--- src/rtl/canc_pkg.sv ---
package canc_pkg;
  localparam int REG_W   = 32;
  localparam int ADDR_W  = 8;
  localparam int MODE_W  = 5;
  localparam int CMD_W   = 6;
  localparam int IRQ_W   = 8;
  localparam int LIVE_W  = 6;
  localparam int EC_W    = 8;
  localparam int SEG_W   = 5;
  localparam int ETYPE_W = 2;
  localparam int ECODE_W = ETYPE_W + 1 + SEG_W;
  localparam int ECODE_LSB = 16;
  localparam int EC_RX_LSB = 16;

  localparam logic [ADDR_W-1:0] A_MODE = 8'h00;
  localparam logic [ADDR_W-1:0] A_CMD  = 8'h04;
  localparam logic [ADDR_W-1:0] A_STAT = 8'h08;
  localparam logic [ADDR_W-1:0] A_IFLG = 8'h0C;
  localparam logic [ADDR_W-1:0] A_IEN  = 8'h10;
  localparam logic [ADDR_W-1:0] A_BTIM = 8'h14;
  localparam logic [ADDR_W-1:0] A_ECNT = 8'h1C;

  localparam int MB_RST   = 0;
  localparam int MB_SLEEP = 4;
  localparam logic [MODE_W-1:0] MODE_RST_VAL = 5'h01;

  localparam int CB_REL    = 2;
  localparam int CB_CLROVR = 3;

  localparam int IB_RX   = 0;
  localparam int IB_OVR  = 3;
  localparam int IB_BERR = 7;

  localparam logic [LIVE_W-1:0] LIVE_RST_VAL = 6'b001111;

  // Sticky flag update: surviving flags plus new events (events win).
  function automatic logic [IRQ_W-1:0] flag_next(input logic [IRQ_W-1:0] cur,
                                                  input logic [IRQ_W-1:0] evt,
                                                  input logic [IRQ_W-1:0] clr);
    return (cur & ~clr) | evt;
  endfunction

  function automatic logic [ECODE_W-1:0] ecode_pack(input logic [ETYPE_W-1:0] etype,
                                                     input logic dir,
                                                     input logic [SEG_W-1:0] seg);
    return {etype, dir, seg};
  endfunction

  function automatic logic [REG_W-1:0] ecnt_pack(input logic [EC_W-1:0] tx,
                                                  input logic [EC_W-1:0] rx);
    logic [REG_W-1:0] r;
    r = '0;
    r[EC_W-1:0] = tx;
    r[EC_RX_LSB +: EC_W] = rx;
    return r;
  endfunction
endpackage

--- src/rtl/canc_cmd_pulse.sv ---
module canc_cmd_pulse #(
  parameter int N = 6
) (
  input  logic         clk,
  input  logic         rst_n,
  input  logic         wr_stb,
  input  logic [N-1:0] wr_bits,
  output logic [N-1:0] pulse_o
);
  // Registered strobes: one cycle wide, glitch-free toward the engine.
  always_ff @(posedge clk or negedge rst_n) begin
    if (!rst_n) pulse_o <= '0;
    else        pulse_o <= wr_stb ? wr_bits : '0;
  end
endmodule

--- src/rtl/canc_irq_ctrl.sv ---
module canc_irq_ctrl
  import canc_pkg::*;
#(
  parameter int N = IRQ_W
) (
  input  logic         clk,
  input  logic         rst_n,
  input  logic [N-1:0] evt_i,
  input  logic         clr_stb,
  input  logic [N-1:0] clr_bits,
  input  logic         en_stb,
  input  logic [N-1:0] en_bits,
  output logic [N-1:0] flag_o,
  output logic [N-1:0] en_o,
  output logic         irq_o
);
  logic [N-1:0] clr_eff;
  logic [N-1:0] flag_nx;

  assign clr_eff = clr_stb ? clr_bits : '0;
  assign flag_nx = flag_next(flag_o, evt_i, clr_eff);

  for (genvar i = 0; i < N; i++) begin : g_flag
    always_ff @(posedge clk or negedge rst_n) begin
      if (!rst_n) flag_o[i] <= 1'b0;
      else        flag_o[i] <= flag_nx[i];
    end
  end

  always_ff @(posedge clk or negedge rst_n) begin
    if (!rst_n)      en_o <= '0;
    else if (en_stb) en_o <= en_bits;
  end

  assign irq_o = |(flag_o & en_o);
endmodule

--- src/rtl/canc_stat_reg.sv ---
module canc_stat_reg
  import canc_pkg::*;
#(
  parameter int LW = LIVE_W,
  parameter int SW = SEG_W,
  parameter int TW = ETYPE_W
) (
  input  logic             clk,
  input  logic             rst_n,
  input  logic             rx_evt,
  input  logic             ovr_evt,
  input  logic             berr_evt,
  input  logic             rel_cmd,
  input  logic             clr_ovr_cmd,
  input  logic             rx_more,
  input  logic [LW-1:0]    live_i,
  input  logic [SW-1:0]    seg_i,
  input  logic             dir_i,
  input  logic [TW-1:0]    type_i,
  output logic [REG_W-1:0] stat_o
);
  localparam int LO_W  = LW + 2;
  localparam int CW    = TW + 1 + SW;
  localparam int MID_W = ECODE_LSB - LO_W;
  localparam int HI_W  = REG_W - ECODE_LSB - CW;

  logic          rx_rdy_q;
  logic          ovr_q;
  logic [LW-1:0] live_q;
  logic [CW-1:0] ecode_q;
  logic          rel_clears;

  assign rel_clears = rel_cmd && !rx_more;

  always_ff @(posedge clk or negedge rst_n) begin
    if (!rst_n) begin
      rx_rdy_q <= 1'b0;
      ovr_q    <= 1'b0;
      live_q   <= LIVE_RST_VAL;
      ecode_q  <= '0;
    end else begin
      live_q <= live_i;
      if (rx_evt)          rx_rdy_q <= 1'b1;
      else if (rel_clears) rx_rdy_q <= 1'b0;
      if (ovr_evt)          ovr_q <= 1'b1;
      else if (clr_ovr_cmd) ovr_q <= 1'b0;
      if (berr_evt) ecode_q <= ecode_pack(type_i, dir_i, seg_i);
    end
  end

  assign stat_o = {{HI_W{1'b0}}, ecode_q, {MID_W{1'b0}}, live_q, ovr_q, rx_rdy_q};
endmodule

--- src/rtl/canc_csr.sv ---
module canc_csr
  import canc_pkg::*;
(
  input  logic               clk,
  input  logic               rst_n,
  input  logic               bus_we,
  input  logic [ADDR_W-1:0]  bus_addr,
  input  logic [REG_W-1:0]   bus_wdata,
  output logic [REG_W-1:0]   bus_rdata,
  input  logic [IRQ_W-1:0]   evt_i,
  input  logic [LIVE_W-1:0]  eng_live_i,
  input  logic               eng_rx_more_i,
  input  logic [SEG_W-1:0]   err_seg_i,
  input  logic               err_dir_i,
  input  logic [ETYPE_W-1:0] err_type_i,
  input  logic               ec_load_i,
  input  logic [EC_W-1:0]    ec_tx_i,
  input  logic [EC_W-1:0]    ec_rx_i,
  output logic [MODE_W-1:0]  mode_o,
  output logic [REG_W-1:0]   btime_o,
  output logic [CMD_W-1:0]   cmd_pulse_o,
  output logic [EC_W-1:0]    tec_o,
  output logic [EC_W-1:0]    rec_o,
  output logic               irq_o
);
  // Named decode strobes.
  logic wr_mode_stb, wr_cmd_stb, wr_iflg_stb, wr_ien_stb, wr_btim_stb, wr_ecnt_stb;
  logic in_cfg;
  logic cmd_rel_now, cmd_clrovr_now;

  logic [MODE_W-1:0] mode_q;
  logic [REG_W-1:0]  btime_q;
  logic [EC_W-1:0]   tec_q, rec_q;
  logic [IRQ_W-1:0]  flag_q, en_q;
  logic [REG_W-1:0]  stat_q;

  assign wr_mode_stb = bus_we && (bus_addr == A_MODE);
  assign wr_cmd_stb  = bus_we && (bus_addr == A_CMD);
  assign wr_iflg_stb = bus_we && (bus_addr == A_IFLG);
  assign wr_ien_stb  = bus_we && (bus_addr == A_IEN);
  assign wr_btim_stb = bus_we && (bus_addr == A_BTIM);
  assign wr_ecnt_stb = bus_we && (bus_addr == A_ECNT);
  assign in_cfg      = mode_q[MB_RST];

  assign cmd_rel_now    = wr_cmd_stb && bus_wdata[CB_REL];
  assign cmd_clrovr_now = wr_cmd_stb && bus_wdata[CB_CLROVR];

  // Mode register: sleep bit locked outside configuration mode.
  always_ff @(posedge clk or negedge rst_n) begin
    if (!rst_n) begin
      mode_q <= MODE_RST_VAL;
    end else if (wr_mode_stb) begin
      mode_q[MB_SLEEP-1:0] <= bus_wdata[MB_SLEEP-1:0];
      if (in_cfg) mode_q[MB_SLEEP] <= bus_wdata[MB_SLEEP];
    end
  end

  always_ff @(posedge clk or negedge rst_n) begin
    if (!rst_n)                      btime_q <= '0;
    else if (wr_btim_stb && in_cfg) btime_q <= bus_wdata;
  end

  // Error counts: accepted software write beats engine load.
  always_ff @(posedge clk or negedge rst_n) begin
    if (!rst_n) begin
      tec_q <= '0;
      rec_q <= '0;
    end else if (wr_ecnt_stb && in_cfg) begin
      tec_q <= bus_wdata[EC_W-1:0];
      rec_q <= bus_wdata[EC_RX_LSB +: EC_W];
    end else if (ec_load_i) begin
      tec_q <= ec_tx_i;
      rec_q <= ec_rx_i;
    end
  end

  canc_cmd_pulse #(.N(CMD_W)) u_cmd (
    .clk     (clk),
    .rst_n   (rst_n),
    .wr_stb  (wr_cmd_stb),
    .wr_bits (bus_wdata[CMD_W-1:0]),
    .pulse_o (cmd_pulse_o)
  );

  canc_irq_ctrl #(.N(IRQ_W)) u_irq (
    .clk      (clk),
    .rst_n    (rst_n),
    .evt_i    (evt_i),
    .clr_stb  (wr_iflg_stb),
    .clr_bits (bus_wdata[IRQ_W-1:0]),
    .en_stb   (wr_ien_stb),
    .en_bits  (bus_wdata[IRQ_W-1:0]),
    .flag_o   (flag_q),
    .en_o     (en_q),
    .irq_o    (irq_o)
  );

  canc_stat_reg #(.LW(LIVE_W), .SW(SEG_W), .TW(ETYPE_W)) u_stat (
    .clk         (clk),
    .rst_n       (rst_n),
    .rx_evt      (evt_i[IB_RX]),
    .ovr_evt     (evt_i[IB_OVR]),
    .berr_evt    (evt_i[IB_BERR]),
    .rel_cmd     (cmd_rel_now),
    .clr_ovr_cmd (cmd_clrovr_now),
    .rx_more     (eng_rx_more_i),
    .live_i      (eng_live_i),
    .seg_i       (err_seg_i),
    .dir_i       (err_dir_i),
    .type_i      (err_type_i),
    .stat_o      (stat_q)
  );

  always_comb begin
    bus_rdata = '0;
    case (bus_addr)
      A_MODE:  bus_rdata[MODE_W-1:0] = mode_q;
      A_STAT:  bus_rdata = stat_q;
      A_IFLG:  bus_rdata[IRQ_W-1:0] = flag_q;
      A_IEN:   bus_rdata[IRQ_W-1:0] = en_q;
      A_BTIM:  bus_rdata = btime_q;
      A_ECNT:  bus_rdata = ecnt_pack(tec_q, rec_q);
      default: bus_rdata = '0;
    endcase
  end

  assign mode_o  = mode_q;
  assign btime_o = btime_q;
  assign tec_o   = tec_q;
  assign rec_o   = rec_q;
endmodule

--- config.mk ---
export PLATFORM = sky130hd
export DESIGN_NAME = canc_csr
export DESIGN_NICKNAME = d
export VERILOG_FILES = /design/src/rtl/canc_pkg.sv /design/src/rtl/canc_cmd_pulse.sv /design/src/rtl/canc_irq_ctrl.sv /design/src/rtl/canc_stat_reg.sv /design/src/rtl/canc_csr.sv
export SDC_FILE = /design/constraint.sdc
export NUM_CORES = 1
export LEC_CHECK = 0
export ABC_AREA = 1
export BUFFER_PORTS_ARGS = -buffer_cell sky130_fd_sc_hd__buf_2
export CAP_MARGIN = 15
export CORE_MARGIN = 3
export CORE_UTILIZATION = 50
export DETAILED_ROUTE_END_ITERATION = 12
export PLACE_DENSITY = 0.88
export SLEW_MARGIN = 20
export SYNTH_ARGS = -nofsm -noshare
export SYNTH_HDL_FRONTEND = slang
export SYNTH_SLANG_ARGS = --single-unit
--- constraint.sdc ---
create_clock -name clk -period 4.58 [get_ports clk]
set_input_delay 1.145 -clock clk [delete_from_list [all_inputs] [get_ports clk]]
set_output_delay 1.145 -clock clk [all_outputs]
set_load 0.005 [all_outputs]
==> impl_metrics.xml, run 1 <==
<?xml version="1.0" encoding="UTF-8"?>
<metrics>
  <group name="sta">
    <metric name="fin_worst_skew" unit="ns">0.0114</metric>
    <metric name="slew_limit_fails" unit="">0</metric>
    <metric name="layout_worst_path_cycle_share" unit="%">83.3</metric>
    <metric name="timing.final.crit_period" unit="ns">3.82</metric>
    <metric name="setup-violations-final" unit="">0</metric>
    <metric name="setup_tns_final" unit="ns">0</metric>
    <metric name="maximum_clock_rate" unit="GHz">0.262</metric>
    <metric name="grt_setup_unrepaired" unit="">no</metric>
    <metric name="hold_slack" unit="ns">0.499</metric>
    <metric name="worstMarginPinSlew" unit="ns">0.769</metric>
    <metric name="finalHoldViolCount" unit="">0</metric>
    <metric name="max-slew-margin-rel" unit="%">48.7</metric>
  </group>
  <group name="global_route">
    <metric name="grt_util_all_layers" unit="%">26.3</metric>
    <metric name="grt_use_met2" unit="%">42.2</metric>
    <metric name="grt_max_degree" unit="">63</metric>
    <metric name="grt_overflow_total" unit="">0</metric>
    <metric name="grtUsageMet1" unit="%">35.3</metric>
    <metric name="busiest_layer" unit="">met2</metric>
    <metric name="initial_antenna_violation_count" unit="">0</metric>
    <metric name="grt_pass1_wl" unit="mm">21.4</metric>
    <metric name="grt_pass1_vias" unit="">4503</metric>
    <metric name="grt_util_met3" unit="%">4.13</metric>
  </group>
  <group name="min_path">
    <metric name="hold_class" unit="">flop to flop</metric>
    <metric name="min-delay-start" unit="">btime_o[10]$_DFFE_PN0P_</metric>
  </group>
  <group name="worst_setup_path">
    <metric name="cp_slowest_stage_delay" unit="ns">0.39</metric>
    <metric name="critical_path.reg2reg.startpoint" unit="">mode_o[0]$_DFFE_PN1P_</metric>
    <metric name="worst-path-max-fanout" unit="">14</metric>
    <metric name="critical_path.startpoint_type" unit="">input port</metric>
    <metric name="critical_path_arrival" unit="ns">2.67</metric>
    <metric name="critical_path.cell_chain" unit="">buf_2, nor2_2, nand2_1, inv_2, nand2_1, o211ai_1, buf_2</metric>
    <metric name="worstPathRequired" unit="ns">3.43</metric>
    <metric name="timing_worst_setup_path_type" unit="">input port to output port</metric>
    <metric name="crit_slowest_cell" unit="">nand2_1</metric>
    <metric name="critical_path_buf_inv_count" unit="">3</metric>
    <metric name="critical-path-top-delay-family" unit="">simple AND/OR/NAND/NOR gates</metric>
    <metric name="critPathLaunch" unit="">bus_addr[7]</metric>
    <metric name="crit_end_category" unit="">output port</metric>
  </group>
  <group name="synth">
    <metric name="ys_async_sr_fraction" unit="%">100</metric>
    <metric name="synth_edf_count" unit="">0</metric>
    <metric name="cells_after_synthesis" unit="">618</metric>
    <metric name="ys.warnings.count" unit="">0</metric>
    <metric name="synthDominantCellAreaShare" unit="%">47.1</metric>
    <metric name="yosys_register_bits" unit="">91</metric>
    <metric name="postSynthAreaPerCell" unit="um2">7.40</metric>
    <metric name="post_synthesis_cell_area" unit="um2">4570</metric>
    <metric name="synth_cell_types" unit="">23</metric>
    <metric name="dominantRegCellSynth" unit="">dfrtp_1</metric>
    <metric name="post_syn_nets" unit="">701</metric>
    <metric name="yosysMostFrequentCell" unit="">nand2_1</metric>
    <metric name="post_synthesis_cell_type_with_the_largest_combined_area" unit="">dfrtp_1</metric>
    <metric name="largest_cells_by_area_after_synthesis" unit="">dfrtp_1, nand2_1, nand3_1, inv_1, nor2_1</metric>
    <metric name="netlist_top_cells_count" unit="">nand2_1, nand3_1, dfrtp_1, inv_1, nor2_1</metric>
    <metric name="synth-seq-area-share" unit="%">50.0</metric>
  </group>
  <group name="drt">
    <metric name="routed_wl" unit="mm">13.6</metric>
    <metric name="route.vias.total" unit="">4750</metric>
    <metric name="drc_errors" unit="">0</metric>
    <metric name="detail_route.wl_per_cell" unit="um">15.2</metric>
    <metric name="dr.pass1.iters" unit="">5</metric>
    <metric name="drt_iter0_drc" unit="">345</metric>
    <metric name="drtAntennaViolNets" unit="">0</metric>
    <metric name="vias_per_cell" unit="">5.31</metric>
  </group>
  <group name="floorplan">
    <metric name="floorplan.die.width" unit="um">102</metric>
    <metric name="die_height" unit="um">102</metric>
    <metric name="floorplan.initialDensity" unit="%">51.9</metric>
    <metric name="placementRows" unit="">34</metric>
    <metric name="design.core.area" unit="um2">8810</metric>
    <metric name="die_area" unit="um2">10300</metric>
    <metric name="io_pins" unit="">175</metric>
  </group>
  <group name="placed_design">
    <metric name="placement.io_buffers" unit="">174</metric>
    <metric name="globalplace.congestion" unit="">0.910</metric>
    <metric name="placed_cells_incl_taps" unit="">879</metric>
    <metric name="hpwl" unit="mm">10.2</metric>
  </group>
  <group name="layout">
    <metric name="sequential_cell_area" unit="um2">2280</metric>
    <metric name="utilization" unit="%">64.8</metric>
    <metric name="footprint_of_the_multi_input_gates" unit="um2">1830</metric>
    <metric name="drive_gt1_share" unit="%">27.6</metric>
    <metric name="num_antenna_cells" unit="">0</metric>
    <metric name="layout.cells.non_filler" unit="">895</metric>
    <metric name="fin_nets" unit="">865</metric>
    <metric name="area_growth" unit="%">24.9</metric>
    <metric name="filler_cell_count" unit="">785</metric>
  </group>
  <group name="clock_network">
    <metric name="post_cts_resized" unit="">0</metric>
    <metric name="clk_pin_slew" unit="ns">0.08</metric>
    <metric name="clk-insertion-delay-late" unit="ns">0.35</metric>
    <metric name="cts.path.max_buffers" unit="">2</metric>
    <metric name="cts.repair_timing.setup_buffer_count" unit="">0</metric>
    <metric name="htreeDepth" unit="">3</metric>
    <metric name="cts_buffers" unit="">9</metric>
    <metric name="ctsHoldBuffers" unit="">0</metric>
    <metric name="clockRootBuffer" unit="">clkbuf_8</metric>
    <metric name="cts.sink_count" unit="">91</metric>
    <metric name="clock_tree_from_tritoncts" unit="">yes</metric>
  </group>
  <group name="power">
    <metric name="netSwitchingFraction" unit="%">24.1</metric>
    <metric name="clkPwrFrac" unit="%">37.9</metric>
    <metric name="combinationalPowerShare" unit="%">9.7</metric>
    <metric name="max-vdd-ir-drop" unit="uV">176</metric>
    <metric name="leakage_power" unit="uW">0.00341</metric>
    <metric name="internal-power" unit="uW">1230</metric>
    <metric name="power_density" unit="nW/um2">285</metric>
    <metric name="power_frac_seq" unit="%">52.4</metric>
    <metric name="power_switching" unit="uW">392</metric>
  </group>
  <group name="flow_run">
    <metric name="drv_cap" unit="">0</metric>
  </group>
  <group name="status">
    <metric name="status" unit="">finished clean</metric>
  </group>
</metrics>
==> logic make-up after synthesis <==
| family | count (synthesis) | synth area share [%] |
|---|---|---|
| AND/OR/NAND/NOR | 377 | 35.5 |
| AO/OA/AOI/OAI | 38 | 4.60 |
| flip-flops | 91 | 50.0 |
| buffers and inverters | 112 | 9.96 |
==> worst min-delay path: cells and delay by family (launching register included) <==
family | cells | cell delay [ns]
AND/OR/NAND/NOR | 2 | 0.11
flip-flops | 1 | 0.36
==> state kept, by name (all words and copies together) (netlist names) <==
signal,cells
btime_o,32
rec_o,8
tec_o,8
u_irq.en_o,8
u_irq.flag_o,8
u_stat.ecode_q,8
u_cmd.pulse_o,6
u_stat.live_q,6
mode_o,5
u_stat.ovr_q,1
u_stat.rx_rdy_q,1
==> cell type report <==
class / instances / share of cell area, %
Clock inverter: 3 / 1.21
Multi-Input combinational cell: 415 / 32.1
Sequential cell: 91 / 40.0
Inverter: 87 / 5.72
Timing Repair Buffer: 178 / 15.8
Tap cell: 108 / 2.37
Clock buffer: 13 / 2.78
==> power by group through the flow <==
stage	clock, uW	sequential [uW]	combinational (uW)
after floorplan	0	863	63.0
after global placement	0	867	152
after CTS	620	852	158
after global routing	653	855	177
final	616	852	158
after detailed placement	0	867	157
==> routing by layer <==
layer	routed length [um]	vias up
met2	6650	256
met4	471	0
met5	0	-
met3	1030	46
li1	-	2234
met1	5470	2214
==> through the flow <==
stage / worst slack, ns / power [uW] / area (um2)
2_1_floorplan: 1.47 / 926 / 4570
3_3_place_gp: 0.860 / 1020 / 5480
3_5_place_dp: 0.776 / 1020 / 5480
4_1_cts: 0.773 / 1630 / 5710
5_1_grt: 0.629 / 1680 / 5710
6_report: 0.764 / 1630 / 5710
==> final timing paths <==
path	end	slack [ns]	cells past startpoint
hold reg to reg	btime_o[10]$_DFFE_PN0P_	0.50	2
setup reg to reg	btime_o[20]$_DFFE_PN0P_	2.18	6
max in group asynchronous	u_stat.live_q[2]$_DFF_PN1_	2.77	2
hold / removal	btime_o[10]$_DFFE_PN0P_	0.50	2
min in group asynchronous	u_stat.ecode_q[0]$_DFFE_PN0P_	0.86	1
setup / recovery	bus_rdata[16]	0.76	7
==> cell usage in the layout, fill, tap and decap left out, drive strengths merged <==
| master | instances |
|---|---|
| nor2 | 63 |
| nand4 | 3 |
| dfstp | 5 |
| dfrtp | 86 |
| clkbuf | 13 |
| nand2 | 215 |
| inv | 88 |
| o21ai | 30 |
| buf | 178 |
| nand3 | 95 |
| o211ai | 8 |
| bufinv | 2 |
| or2 | 1 |
(Power assumes the default switching activity.)
==> inputs of run 2 (changes only) <==
--- a/config.mk
+++ b/config.mk
@@ -9,9 +9,9 @@
 export BUFFER_PORTS_ARGS = -buffer_cell sky130_fd_sc_hd__buf_2
 export CAP_MARGIN = 15
 export CORE_MARGIN = 3
-export CORE_UTILIZATION = 50
+export CORE_UTILIZATION = 49
 export DETAILED_ROUTE_END_ITERATION = 12
-export PLACE_DENSITY = 0.88
+export PLACE_DENSITY = 0.87
 export SLEW_MARGIN = 20
 export SYNTH_ARGS = -nofsm -noshare
 export SYNTH_HDL_FRONTEND = slang
==> constraint.sdc (replaced) <==
create_clock -name clk -period 3.9 [get_ports clk]
set_input_delay 0.975 -clock clk [delete_from_list [all_inputs] [get_ports clk]]
set_output_delay 0.975 -clock clk [all_outputs]
set_load 0.005 [all_outputs]
==> run 2 against run 1 <==
Setup slack got worse by 0.36 ns. Sequential share of layout area up 0.097 points. Routed wire length rose by 0.47%. Die area rose by 1.9%. Non-clock buffer count grew 1. Worst hold slack better by 0.0093 ns. Clock power down 2%. Sequential power rose by 17%. Final area is 0.24% lower. Total power increased by 9.8%. Utilization fell by 0.78 points. Critical path depth stayed put. Critical path type unchanged. Critical endpoint is now bus_rdata[18].
==> impl_metrics.xml, run 2 (synthesis results as in run 1) <==
<?xml version="1.0" encoding="UTF-8"?>
<metrics>
  <group name="sta">
    <metric name="grt_setup_unrepaired" unit="">no</metric>
    <metric name="worstMarginPinSlew" unit="ns">0.810</metric>
    <metric name="max-slew-margin-rel" unit="%">46.0</metric>
    <metric name="final_critical_path_setup_slack" unit="ns">0.401</metric>
    <metric name="layout_worst_path_cycle_share" unit="%">89.7</metric>
    <metric name="fin_worst_skew" unit="ns">0.0109</metric>
    <metric name="setup_tns_final" unit="ns">0</metric>
    <metric name="finalHoldViolCount" unit="">0</metric>
    <metric name="timing.final.crit_period" unit="ns">3.50</metric>
    <metric name="slew_limit_fails" unit="">0</metric>
    <metric name="maximum_clock_rate" unit="GHz">0.286</metric>
    <metric name="setup-violations-final" unit="">0</metric>
  </group>
  <group name="drt">
    <metric name="detail_route.wl_per_cell" unit="um">15.3</metric>
    <metric name="routed_wl" unit="mm">13.7</metric>
    <metric name="drc_errors" unit="">0</metric>
    <metric name="drtAntennaViolNets" unit="">0</metric>
    <metric name="vias_per_cell" unit="">5.22</metric>
    <metric name="dr.pass1.iters" unit="">5</metric>
    <metric name="drt_iter0_drc" unit="">318</metric>
    <metric name="route.vias.total" unit="">4686</metric>
  </group>
  <group name="layout">
    <metric name="layout.cells.non_filler" unit="">897</metric>
    <metric name="largest_register_ffs" unit="">32</metric>
    <metric name="mostFrequentLayoutCells" unit="">nand2_1, buf_2, nand3_1</metric>
    <metric name="drive_gt1_share" unit="%">27.9</metric>
    <metric name="postLayoutCellArea" unit="um2">5690</metric>
    <metric name="final_common_cell" unit="">nand2_1</metric>
    <metric name="fin_nets" unit="">866</metric>
    <metric name="area_growth" unit="%">24.6</metric>
  </group>
  <group name="min_path">
    <metric name="hold_depth" unit="">2</metric>
    <metric name="min-delay-start" unit="">u_stat.ovr_q$_DFFE_PN0P_</metric>
    <metric name="timing.hold.worst_endpoint" unit="">u_stat.ovr_q$_DFFE_PN0P_</metric>
    <metric name="hold_class" unit="">flop to flop</metric>
  </group>
  <group name="power">
    <metric name="power_density" unit="nW/um2">314</metric>
    <metric name="max-vdd-ir-drop" unit="uV">194</metric>
    <metric name="leakage_power" unit="uW">0.00340</metric>
  </group>
  <group name="floorplan">
    <metric name="die_height" unit="um">103</metric>
    <metric name="placementRows" unit="">34</metric>
    <metric name="floorplan.die.width" unit="um">103</metric>
    <metric name="die_area" unit="um2">10500</metric>
    <metric name="design.core.area" unit="um2">8890</metric>
    <metric name="floorplan.initialDensity" unit="%">51.4</metric>
    <metric name="io_pins" unit="">175</metric>
  </group>
  <group name="worst_setup_path">
    <metric name="crit_end_category" unit="">output port</metric>
    <metric name="timing_worst_setup_path_type" unit="">input port to output port</metric>
    <metric name="ff2ff_setup_slack" unit="ns">1.60</metric>
    <metric name="critical_path.startpoint_type" unit="">input port</metric>
    <metric name="critical_path_arrival" unit="ns">2.52</metric>
    <metric name="worstRegToRegCells" unit="">5</metric>
    <metric name="r2r_end" unit="">rec_o[1]$_DFFE_PN0P_</metric>
    <metric name="worstPathRequired" unit="ns">2.92</metric>
    <metric name="worst-path-max-fanout" unit="">14</metric>
    <metric name="critical_path.reg2reg.startpoint" unit="">mode_o[0]$_DFFE_PN1P_</metric>
  </group>
  <group name="placed_design">
    <metric name="placed_cells_incl_taps" unit="">880</metric>
    <metric name="hpwl" unit="mm">10.0</metric>
    <metric name="globalplace.congestion" unit="">0.872</metric>
    <metric name="dpl_worst_slack" unit="ns">0.425</metric>
    <metric name="placement.io_buffers" unit="">174</metric>
    <metric name="placed_area" unit="um2">5500</metric>
  </group>
  <group name="status">
    <metric name="status" unit="">finished clean</metric>
  </group>
  <group name="clock_network">
    <metric name="ctsHoldBuffers" unit="">0</metric>
    <metric name="post_cts_resized" unit="">0</metric>
    <metric name="clk-insertion-delay-late" unit="ns">0.36</metric>
    <metric name="clock_tree_from_tritoncts" unit="">yes</metric>
    <metric name="cts.sink_count" unit="">91</metric>
    <metric name="cts.repair_timing.setup_buffer_count" unit="">0</metric>
    <metric name="cts.path.max_buffers" unit="">2</metric>
    <metric name="clockRootBuffer" unit="">clkbuf_8</metric>
    <metric name="clk_pin_slew" unit="ns">0.09</metric>
    <metric name="htreeDepth" unit="">3</metric>
    <metric name="cts_buffers" unit="">9</metric>
  </group>
  <group name="flow_run">
    <metric name="drv_cap" unit="">0</metric>
  </group>
  <group name="global_route">
    <metric name="grt_max_degree" unit="">92</metric>
    <metric name="grt_pass1_vias" unit="">4323</metric>
    <metric name="grt_pass1_wl" unit="mm">21.4</metric>
    <metric name="grt_util_all_layers" unit="%">26.0</metric>
    <metric name="initial_antenna_violation_count" unit="">0</metric>
    <metric name="grt_overflow_total" unit="">0</metric>
  </group>
</metrics>
==> run 2: changes by cell type in the layout (fill, tap and decap cells not counted), sizes merged <==
cell	before	now
bufinv	2	0
diode	0	1
clkbuf	13	11
clkinvlp	0	3
clkinv	0	1
buf	178	179
==> run 2: worst max-delay path, stage by stage <==
cell and delay [ns]:
buf_2 0.11, nor2_2 0.13, nand2_1 0.15, inv_2 0.20, nand2_1 0.45, o211ai_1 0.35, buf_2 0.16
==> run 2: routing by layer <==
layer	part of all wire (%)	wire, um	global-route usage (%)
met5	0	0	0
met4	1.6	214	8.27
met3	8.2	1120	4.40
met2	49	6730	40.7
met1	41	5620	37.1
==> run 2: report_power, final <==
group          switching, uW  total, uW  internal (uW)
Combinational            111        184           72.8
Sequential              23.3       1000            977
Clock                    335        602            268
==> run 2: final cells by class <==
cell class | count | area [um2]
repair buffers | 179 | 927
clock inverters | 5 | 36.3
well taps | 108 | 135
diodes | 1 | 2.50
multi-input cells | 415 | 1830
flip-flops and latches | 91 | 2280
clock buffers | 11 | 151
fillers | 773 | 3200
inverters | 87 | 327
==> run 2: metrics by stage <==
step	utilization, %	power [uW]	hold WS [ns]
2_1_floorplan	-	1090	0.442
3_3_place_gp	61.9	1200	0.460
3_5_place_dp	61.9	1200	0.481
4_1_cts	64.0	1800	0.503
5_1_grt	64.0	1870	0.536
6_report	64.0	1790	0.509
==> run 2: worst max path at each step <==
stage	start	end	slack [ns]
2_1_floorplan	bus_addr[5]	bus_rdata[6]	1.13
3_3_place_gp	bus_addr[7]	bus_rdata[18]	0.52
3_5_place_dp	bus_addr[7]	bus_rdata[18]	0.43
4_1_cts	bus_addr[7]	bus_rdata[17]	0.42
5_1_grt	bus_addr[7]	bus_rdata[17]	0.29
6_report	bus_addr[7]	bus_rdata[18]	0.40
==> inputs of run 3 (changes only) <==
--- a/config.mk
+++ b/config.mk
@@ -12,7 +12,7 @@
 export CORE_UTILIZATION = 49
 export DETAILED_ROUTE_END_ITERATION = 12
 export PLACE_DENSITY = 0.87
-export SLEW_MARGIN = 20
+export SLEW_MARGIN = 15
 export SYNTH_ARGS = -nofsm -noshare
 export SYNTH_HDL_FRONTEND = slang
 export SYNTH_SLANG_ARGS = --single-unit
==> constraint.sdc (replaced) <==
create_clock -name clk -period 3.9 [get_ports clk]
set_input_delay 0.39 -clock clk [delete_from_list [all_inputs] [get_ports clk]]
set_output_delay 0.39 -clock clk [all_outputs]
set_load 0.005 [all_outputs]
==> run 3 against run 2 <==
Register-to-register slack better by 0.05 ns. Sequential cell count stayed put. Combinational power hardly changed. Critical endpoint is now bus_rdata[3].
==> impl_metrics.xml, run 3 (synthesis results as in run 1) <==
<?xml version="1.0" encoding="UTF-8"?>
<metrics>
  <group name="sta">
    <metric name="setup-violations-final" unit="">0</metric>
    <metric name="fin_worst_skew" unit="ns">0.00848</metric>
    <metric name="worstMarginPinSlew" unit="ns">0.903</metric>
    <metric name="layout_worst_path_cycle_share" unit="%">61.3</metric>
    <metric name="finalHoldViolCount" unit="">0</metric>
    <metric name="grt_setup_unrepaired" unit="">no</metric>
    <metric name="max-slew-margin-rel" unit="%">39.7</metric>
    <metric name="setup_tns_final" unit="ns">0</metric>
    <metric name="slew_limit_fails" unit="">0</metric>
    <metric name="maximum_clock_rate" unit="GHz">0.418</metric>
    <metric name="timing.final.crit_period" unit="ns">2.39</metric>
    <metric name="hold_slack" unit="ns">0.0911</metric>
  </group>
  <group name="drt">
    <metric name="routed_wl" unit="mm">13.6</metric>
    <metric name="drtAntennaViolNets" unit="">0</metric>
    <metric name="vias_per_cell" unit="">5.24</metric>
    <metric name="dr.pass1.iters" unit="">5</metric>
    <metric name="route.vias.total" unit="">4684</metric>
    <metric name="drc_errors" unit="">0</metric>
    <metric name="drt_iter0_drc" unit="">301</metric>
    <metric name="detail_route.wl_per_cell" unit="um">15.2</metric>
  </group>
  <group name="worst_setup_path">
    <metric name="worstPathRequired" unit="ns">3.51</metric>
    <metric name="critical_path_arrival" unit="ns">2.00</metric>
    <metric name="critical_path.startpoint_type" unit="">input port</metric>
    <metric name="worst_path_most_repeated_cell" unit="">nand2_1</metric>
    <metric name="critical_path.cell_chain" unit="">buf_2, nor2_2, nand2_1, inv_2, nand2_1, nor2_1, nor2_1, nand2_1, buf_2</metric>
    <metric name="timing_worst_setup_path_type" unit="">input port to output port</metric>
    <metric name="cp_slowest_stage_delay" unit="ns">0.44</metric>
    <metric name="crit_slowest_cell" unit="">nand2_1</metric>
    <metric name="crit_end_category" unit="">output port</metric>
    <metric name="worst-path-max-fanout" unit="">14</metric>
  </group>
  <group name="power">
    <metric name="clkPwrFrac" unit="%">37.7</metric>
    <metric name="power_density" unit="nW/um2">334</metric>
    <metric name="max-vdd-ir-drop" unit="uV">196</metric>
    <metric name="internal-power" unit="uW">1430</metric>
    <metric name="netSwitchingFraction" unit="%">25.0</metric>
    <metric name="power_frac_seq" unit="%">52.7</metric>
    <metric name="leakage_power" unit="uW">0.00340</metric>
    <metric name="power_switching" unit="uW">476</metric>
    <metric name="combinationalPowerShare" unit="%">9.6</metric>
  </group>
  <group name="clock_network">
    <metric name="cts.sink_count" unit="">91</metric>
    <metric name="clk_pin_slew" unit="ns">0.08</metric>
    <metric name="clk-insertion-delay-late" unit="ns">0.35</metric>
    <metric name="cts.path.max_buffers" unit="">2</metric>
    <metric name="clock_tree_from_tritoncts" unit="">yes</metric>
    <metric name="cts.repair_timing.setup_buffer_count" unit="">0</metric>
    <metric name="htreeDepth" unit="">3</metric>
    <metric name="ctsHoldBuffers" unit="">0</metric>
    <metric name="cts_buffers" unit="">9</metric>
    <metric name="post_cts_resized" unit="">0</metric>
    <metric name="clockRootBuffer" unit="">clkbuf_8</metric>
  </group>
  <group name="layout">
    <metric name="num_antenna_cells" unit="">0</metric>
    <metric name="final_common_cell" unit="">nand2_1</metric>
    <metric name="area_growth" unit="%">24.7</metric>
    <metric name="filler_cell_count" unit="">802</metric>
    <metric name="drive_gt1_share" unit="%">27.7</metric>
    <metric name="largest_register_ffs" unit="">32</metric>
    <metric name="mostFrequentLayoutCells" unit="">nand2_1, buf_2, nand3_1</metric>
    <metric name="fin_nets" unit="">864</metric>
    <metric name="sequential_cell_area" unit="um2">2280</metric>
    <metric name="footprint_of_the_multi_input_gates" unit="um2">1830</metric>
  </group>
  <group name="min_path">
    <metric name="hold_class" unit="">input port to asynchronous set/reset pin</metric>
  </group>
  <group name="flow_run">
    <metric name="drv_cap" unit="">0</metric>
  </group>
  <group name="global_route">
    <metric name="grt_pass1_vias" unit="">4343</metric>
    <metric name="initial_antenna_violation_count" unit="">0</metric>
    <metric name="grt_pass1_wl" unit="mm">21.5</metric>
    <metric name="grt_util_all_layers" unit="%">26.0</metric>
    <metric name="grt_max_degree" unit="">60</metric>
    <metric name="grt_overflow_total" unit="">0</metric>
  </group>
  <group name="status">
    <metric name="status" unit="">finished clean</metric>
  </group>
  <group name="placed_design">
    <metric name="globalplace.congestion" unit="">0.914</metric>
    <metric name="placement.io_buffers" unit="">174</metric>
    <metric name="hpwl" unit="mm">10.1</metric>
  </group>
  <group name="floorplan">
    <metric name="die_area" unit="um2">10500</metric>
    <metric name="floorplan.die.width" unit="um">103</metric>
    <metric name="design.core.area" unit="um2">8890</metric>
    <metric name="die_height" unit="um">103</metric>
    <metric name="io_pins" unit="">175</metric>
    <metric name="placementRows" unit="">34</metric>
    <metric name="floorplan.initialDensity" unit="%">51.4</metric>
  </group>
</metrics>
==> run 3: final cells by class <==
cell class / count / area share [%]
Sequential cell: 91 / 40.1
Multi-Input combinational cell: 415 / 32.1
Timing Repair Buffer: 177 / 15.7
Inverter: 87 / 5.73
Clock buffer: 10 / 2.41
Tap cell: 108 / 2.37
Clock inverter: 6 / 1.56
==> run 3: worst max-delay path: cells and delay by family <==
family / cells / cell delay (ns)
and+or+nand+nor: 6 / 1.16
buffers and inverters: 3 / 0.43
==> run 3: power by group through the flow <==
stage               Clock, uW  Sequential, uW  Combinational, uW
floorplan                   0            1010               73.9
finish                    717            1000                184
global placement            0            1020                178
global route              771            1000                207
CTS                       729            1000                185
detailed placement          0            1020                185
==> run 3: worst paths after layout <==
check,start,endpoint,slack (ns),cells after the start
worst max-delay path,bus_addr[7],bus_rdata[3],1.51,9
worst min-delay path,rst_n,u_cmd.pulse_o[5]$_DFF_PN0_,0.09,1
worst max register to register,mode_o[0]$_DFFE_PN1P_,tec_o[2]$_DFFE_PN0P_,1.65,5
worst min register to register,u_stat.rx_rdy_q$_DFFE_PN0P_,u_stat.rx_rdy_q$_DFFE_PN0P_,0.48,2
max in group asynchronous,rst_n,u_stat.live_q[2]$_DFF_PN1_,2.88,2
min in group clk,eng_live_i[3],u_stat.live_q[3]$_DFF_PN1_,0.12,1
==> run 3: metrics by stage <==
step,power (uW),setup slack [ns],util (%),area [um2],std cells
after floorplan,1090,2.30,-,4570,618
after global placement,1200,1.49,61.6,5470,878
after detailed placement,1200,1.39,61.6,5470,878
after CTS,1920,1.51,64.1,5700,894
after global routing,1980,1.38,64.1,5700,894
final,1900,1.51,64.1,5700,894
==> run 3: layer usage <==
layer / vias up / GRT usage [%] / wire (um)
met4: 0 / 7.57 / 303
met3: 22 / 5.01 / 1190
met1: 2181 / 35.8 / 5460
met5: - / 0 / 0
li1: 2234 / - / -
met2: 247 / 42.0 / 6640
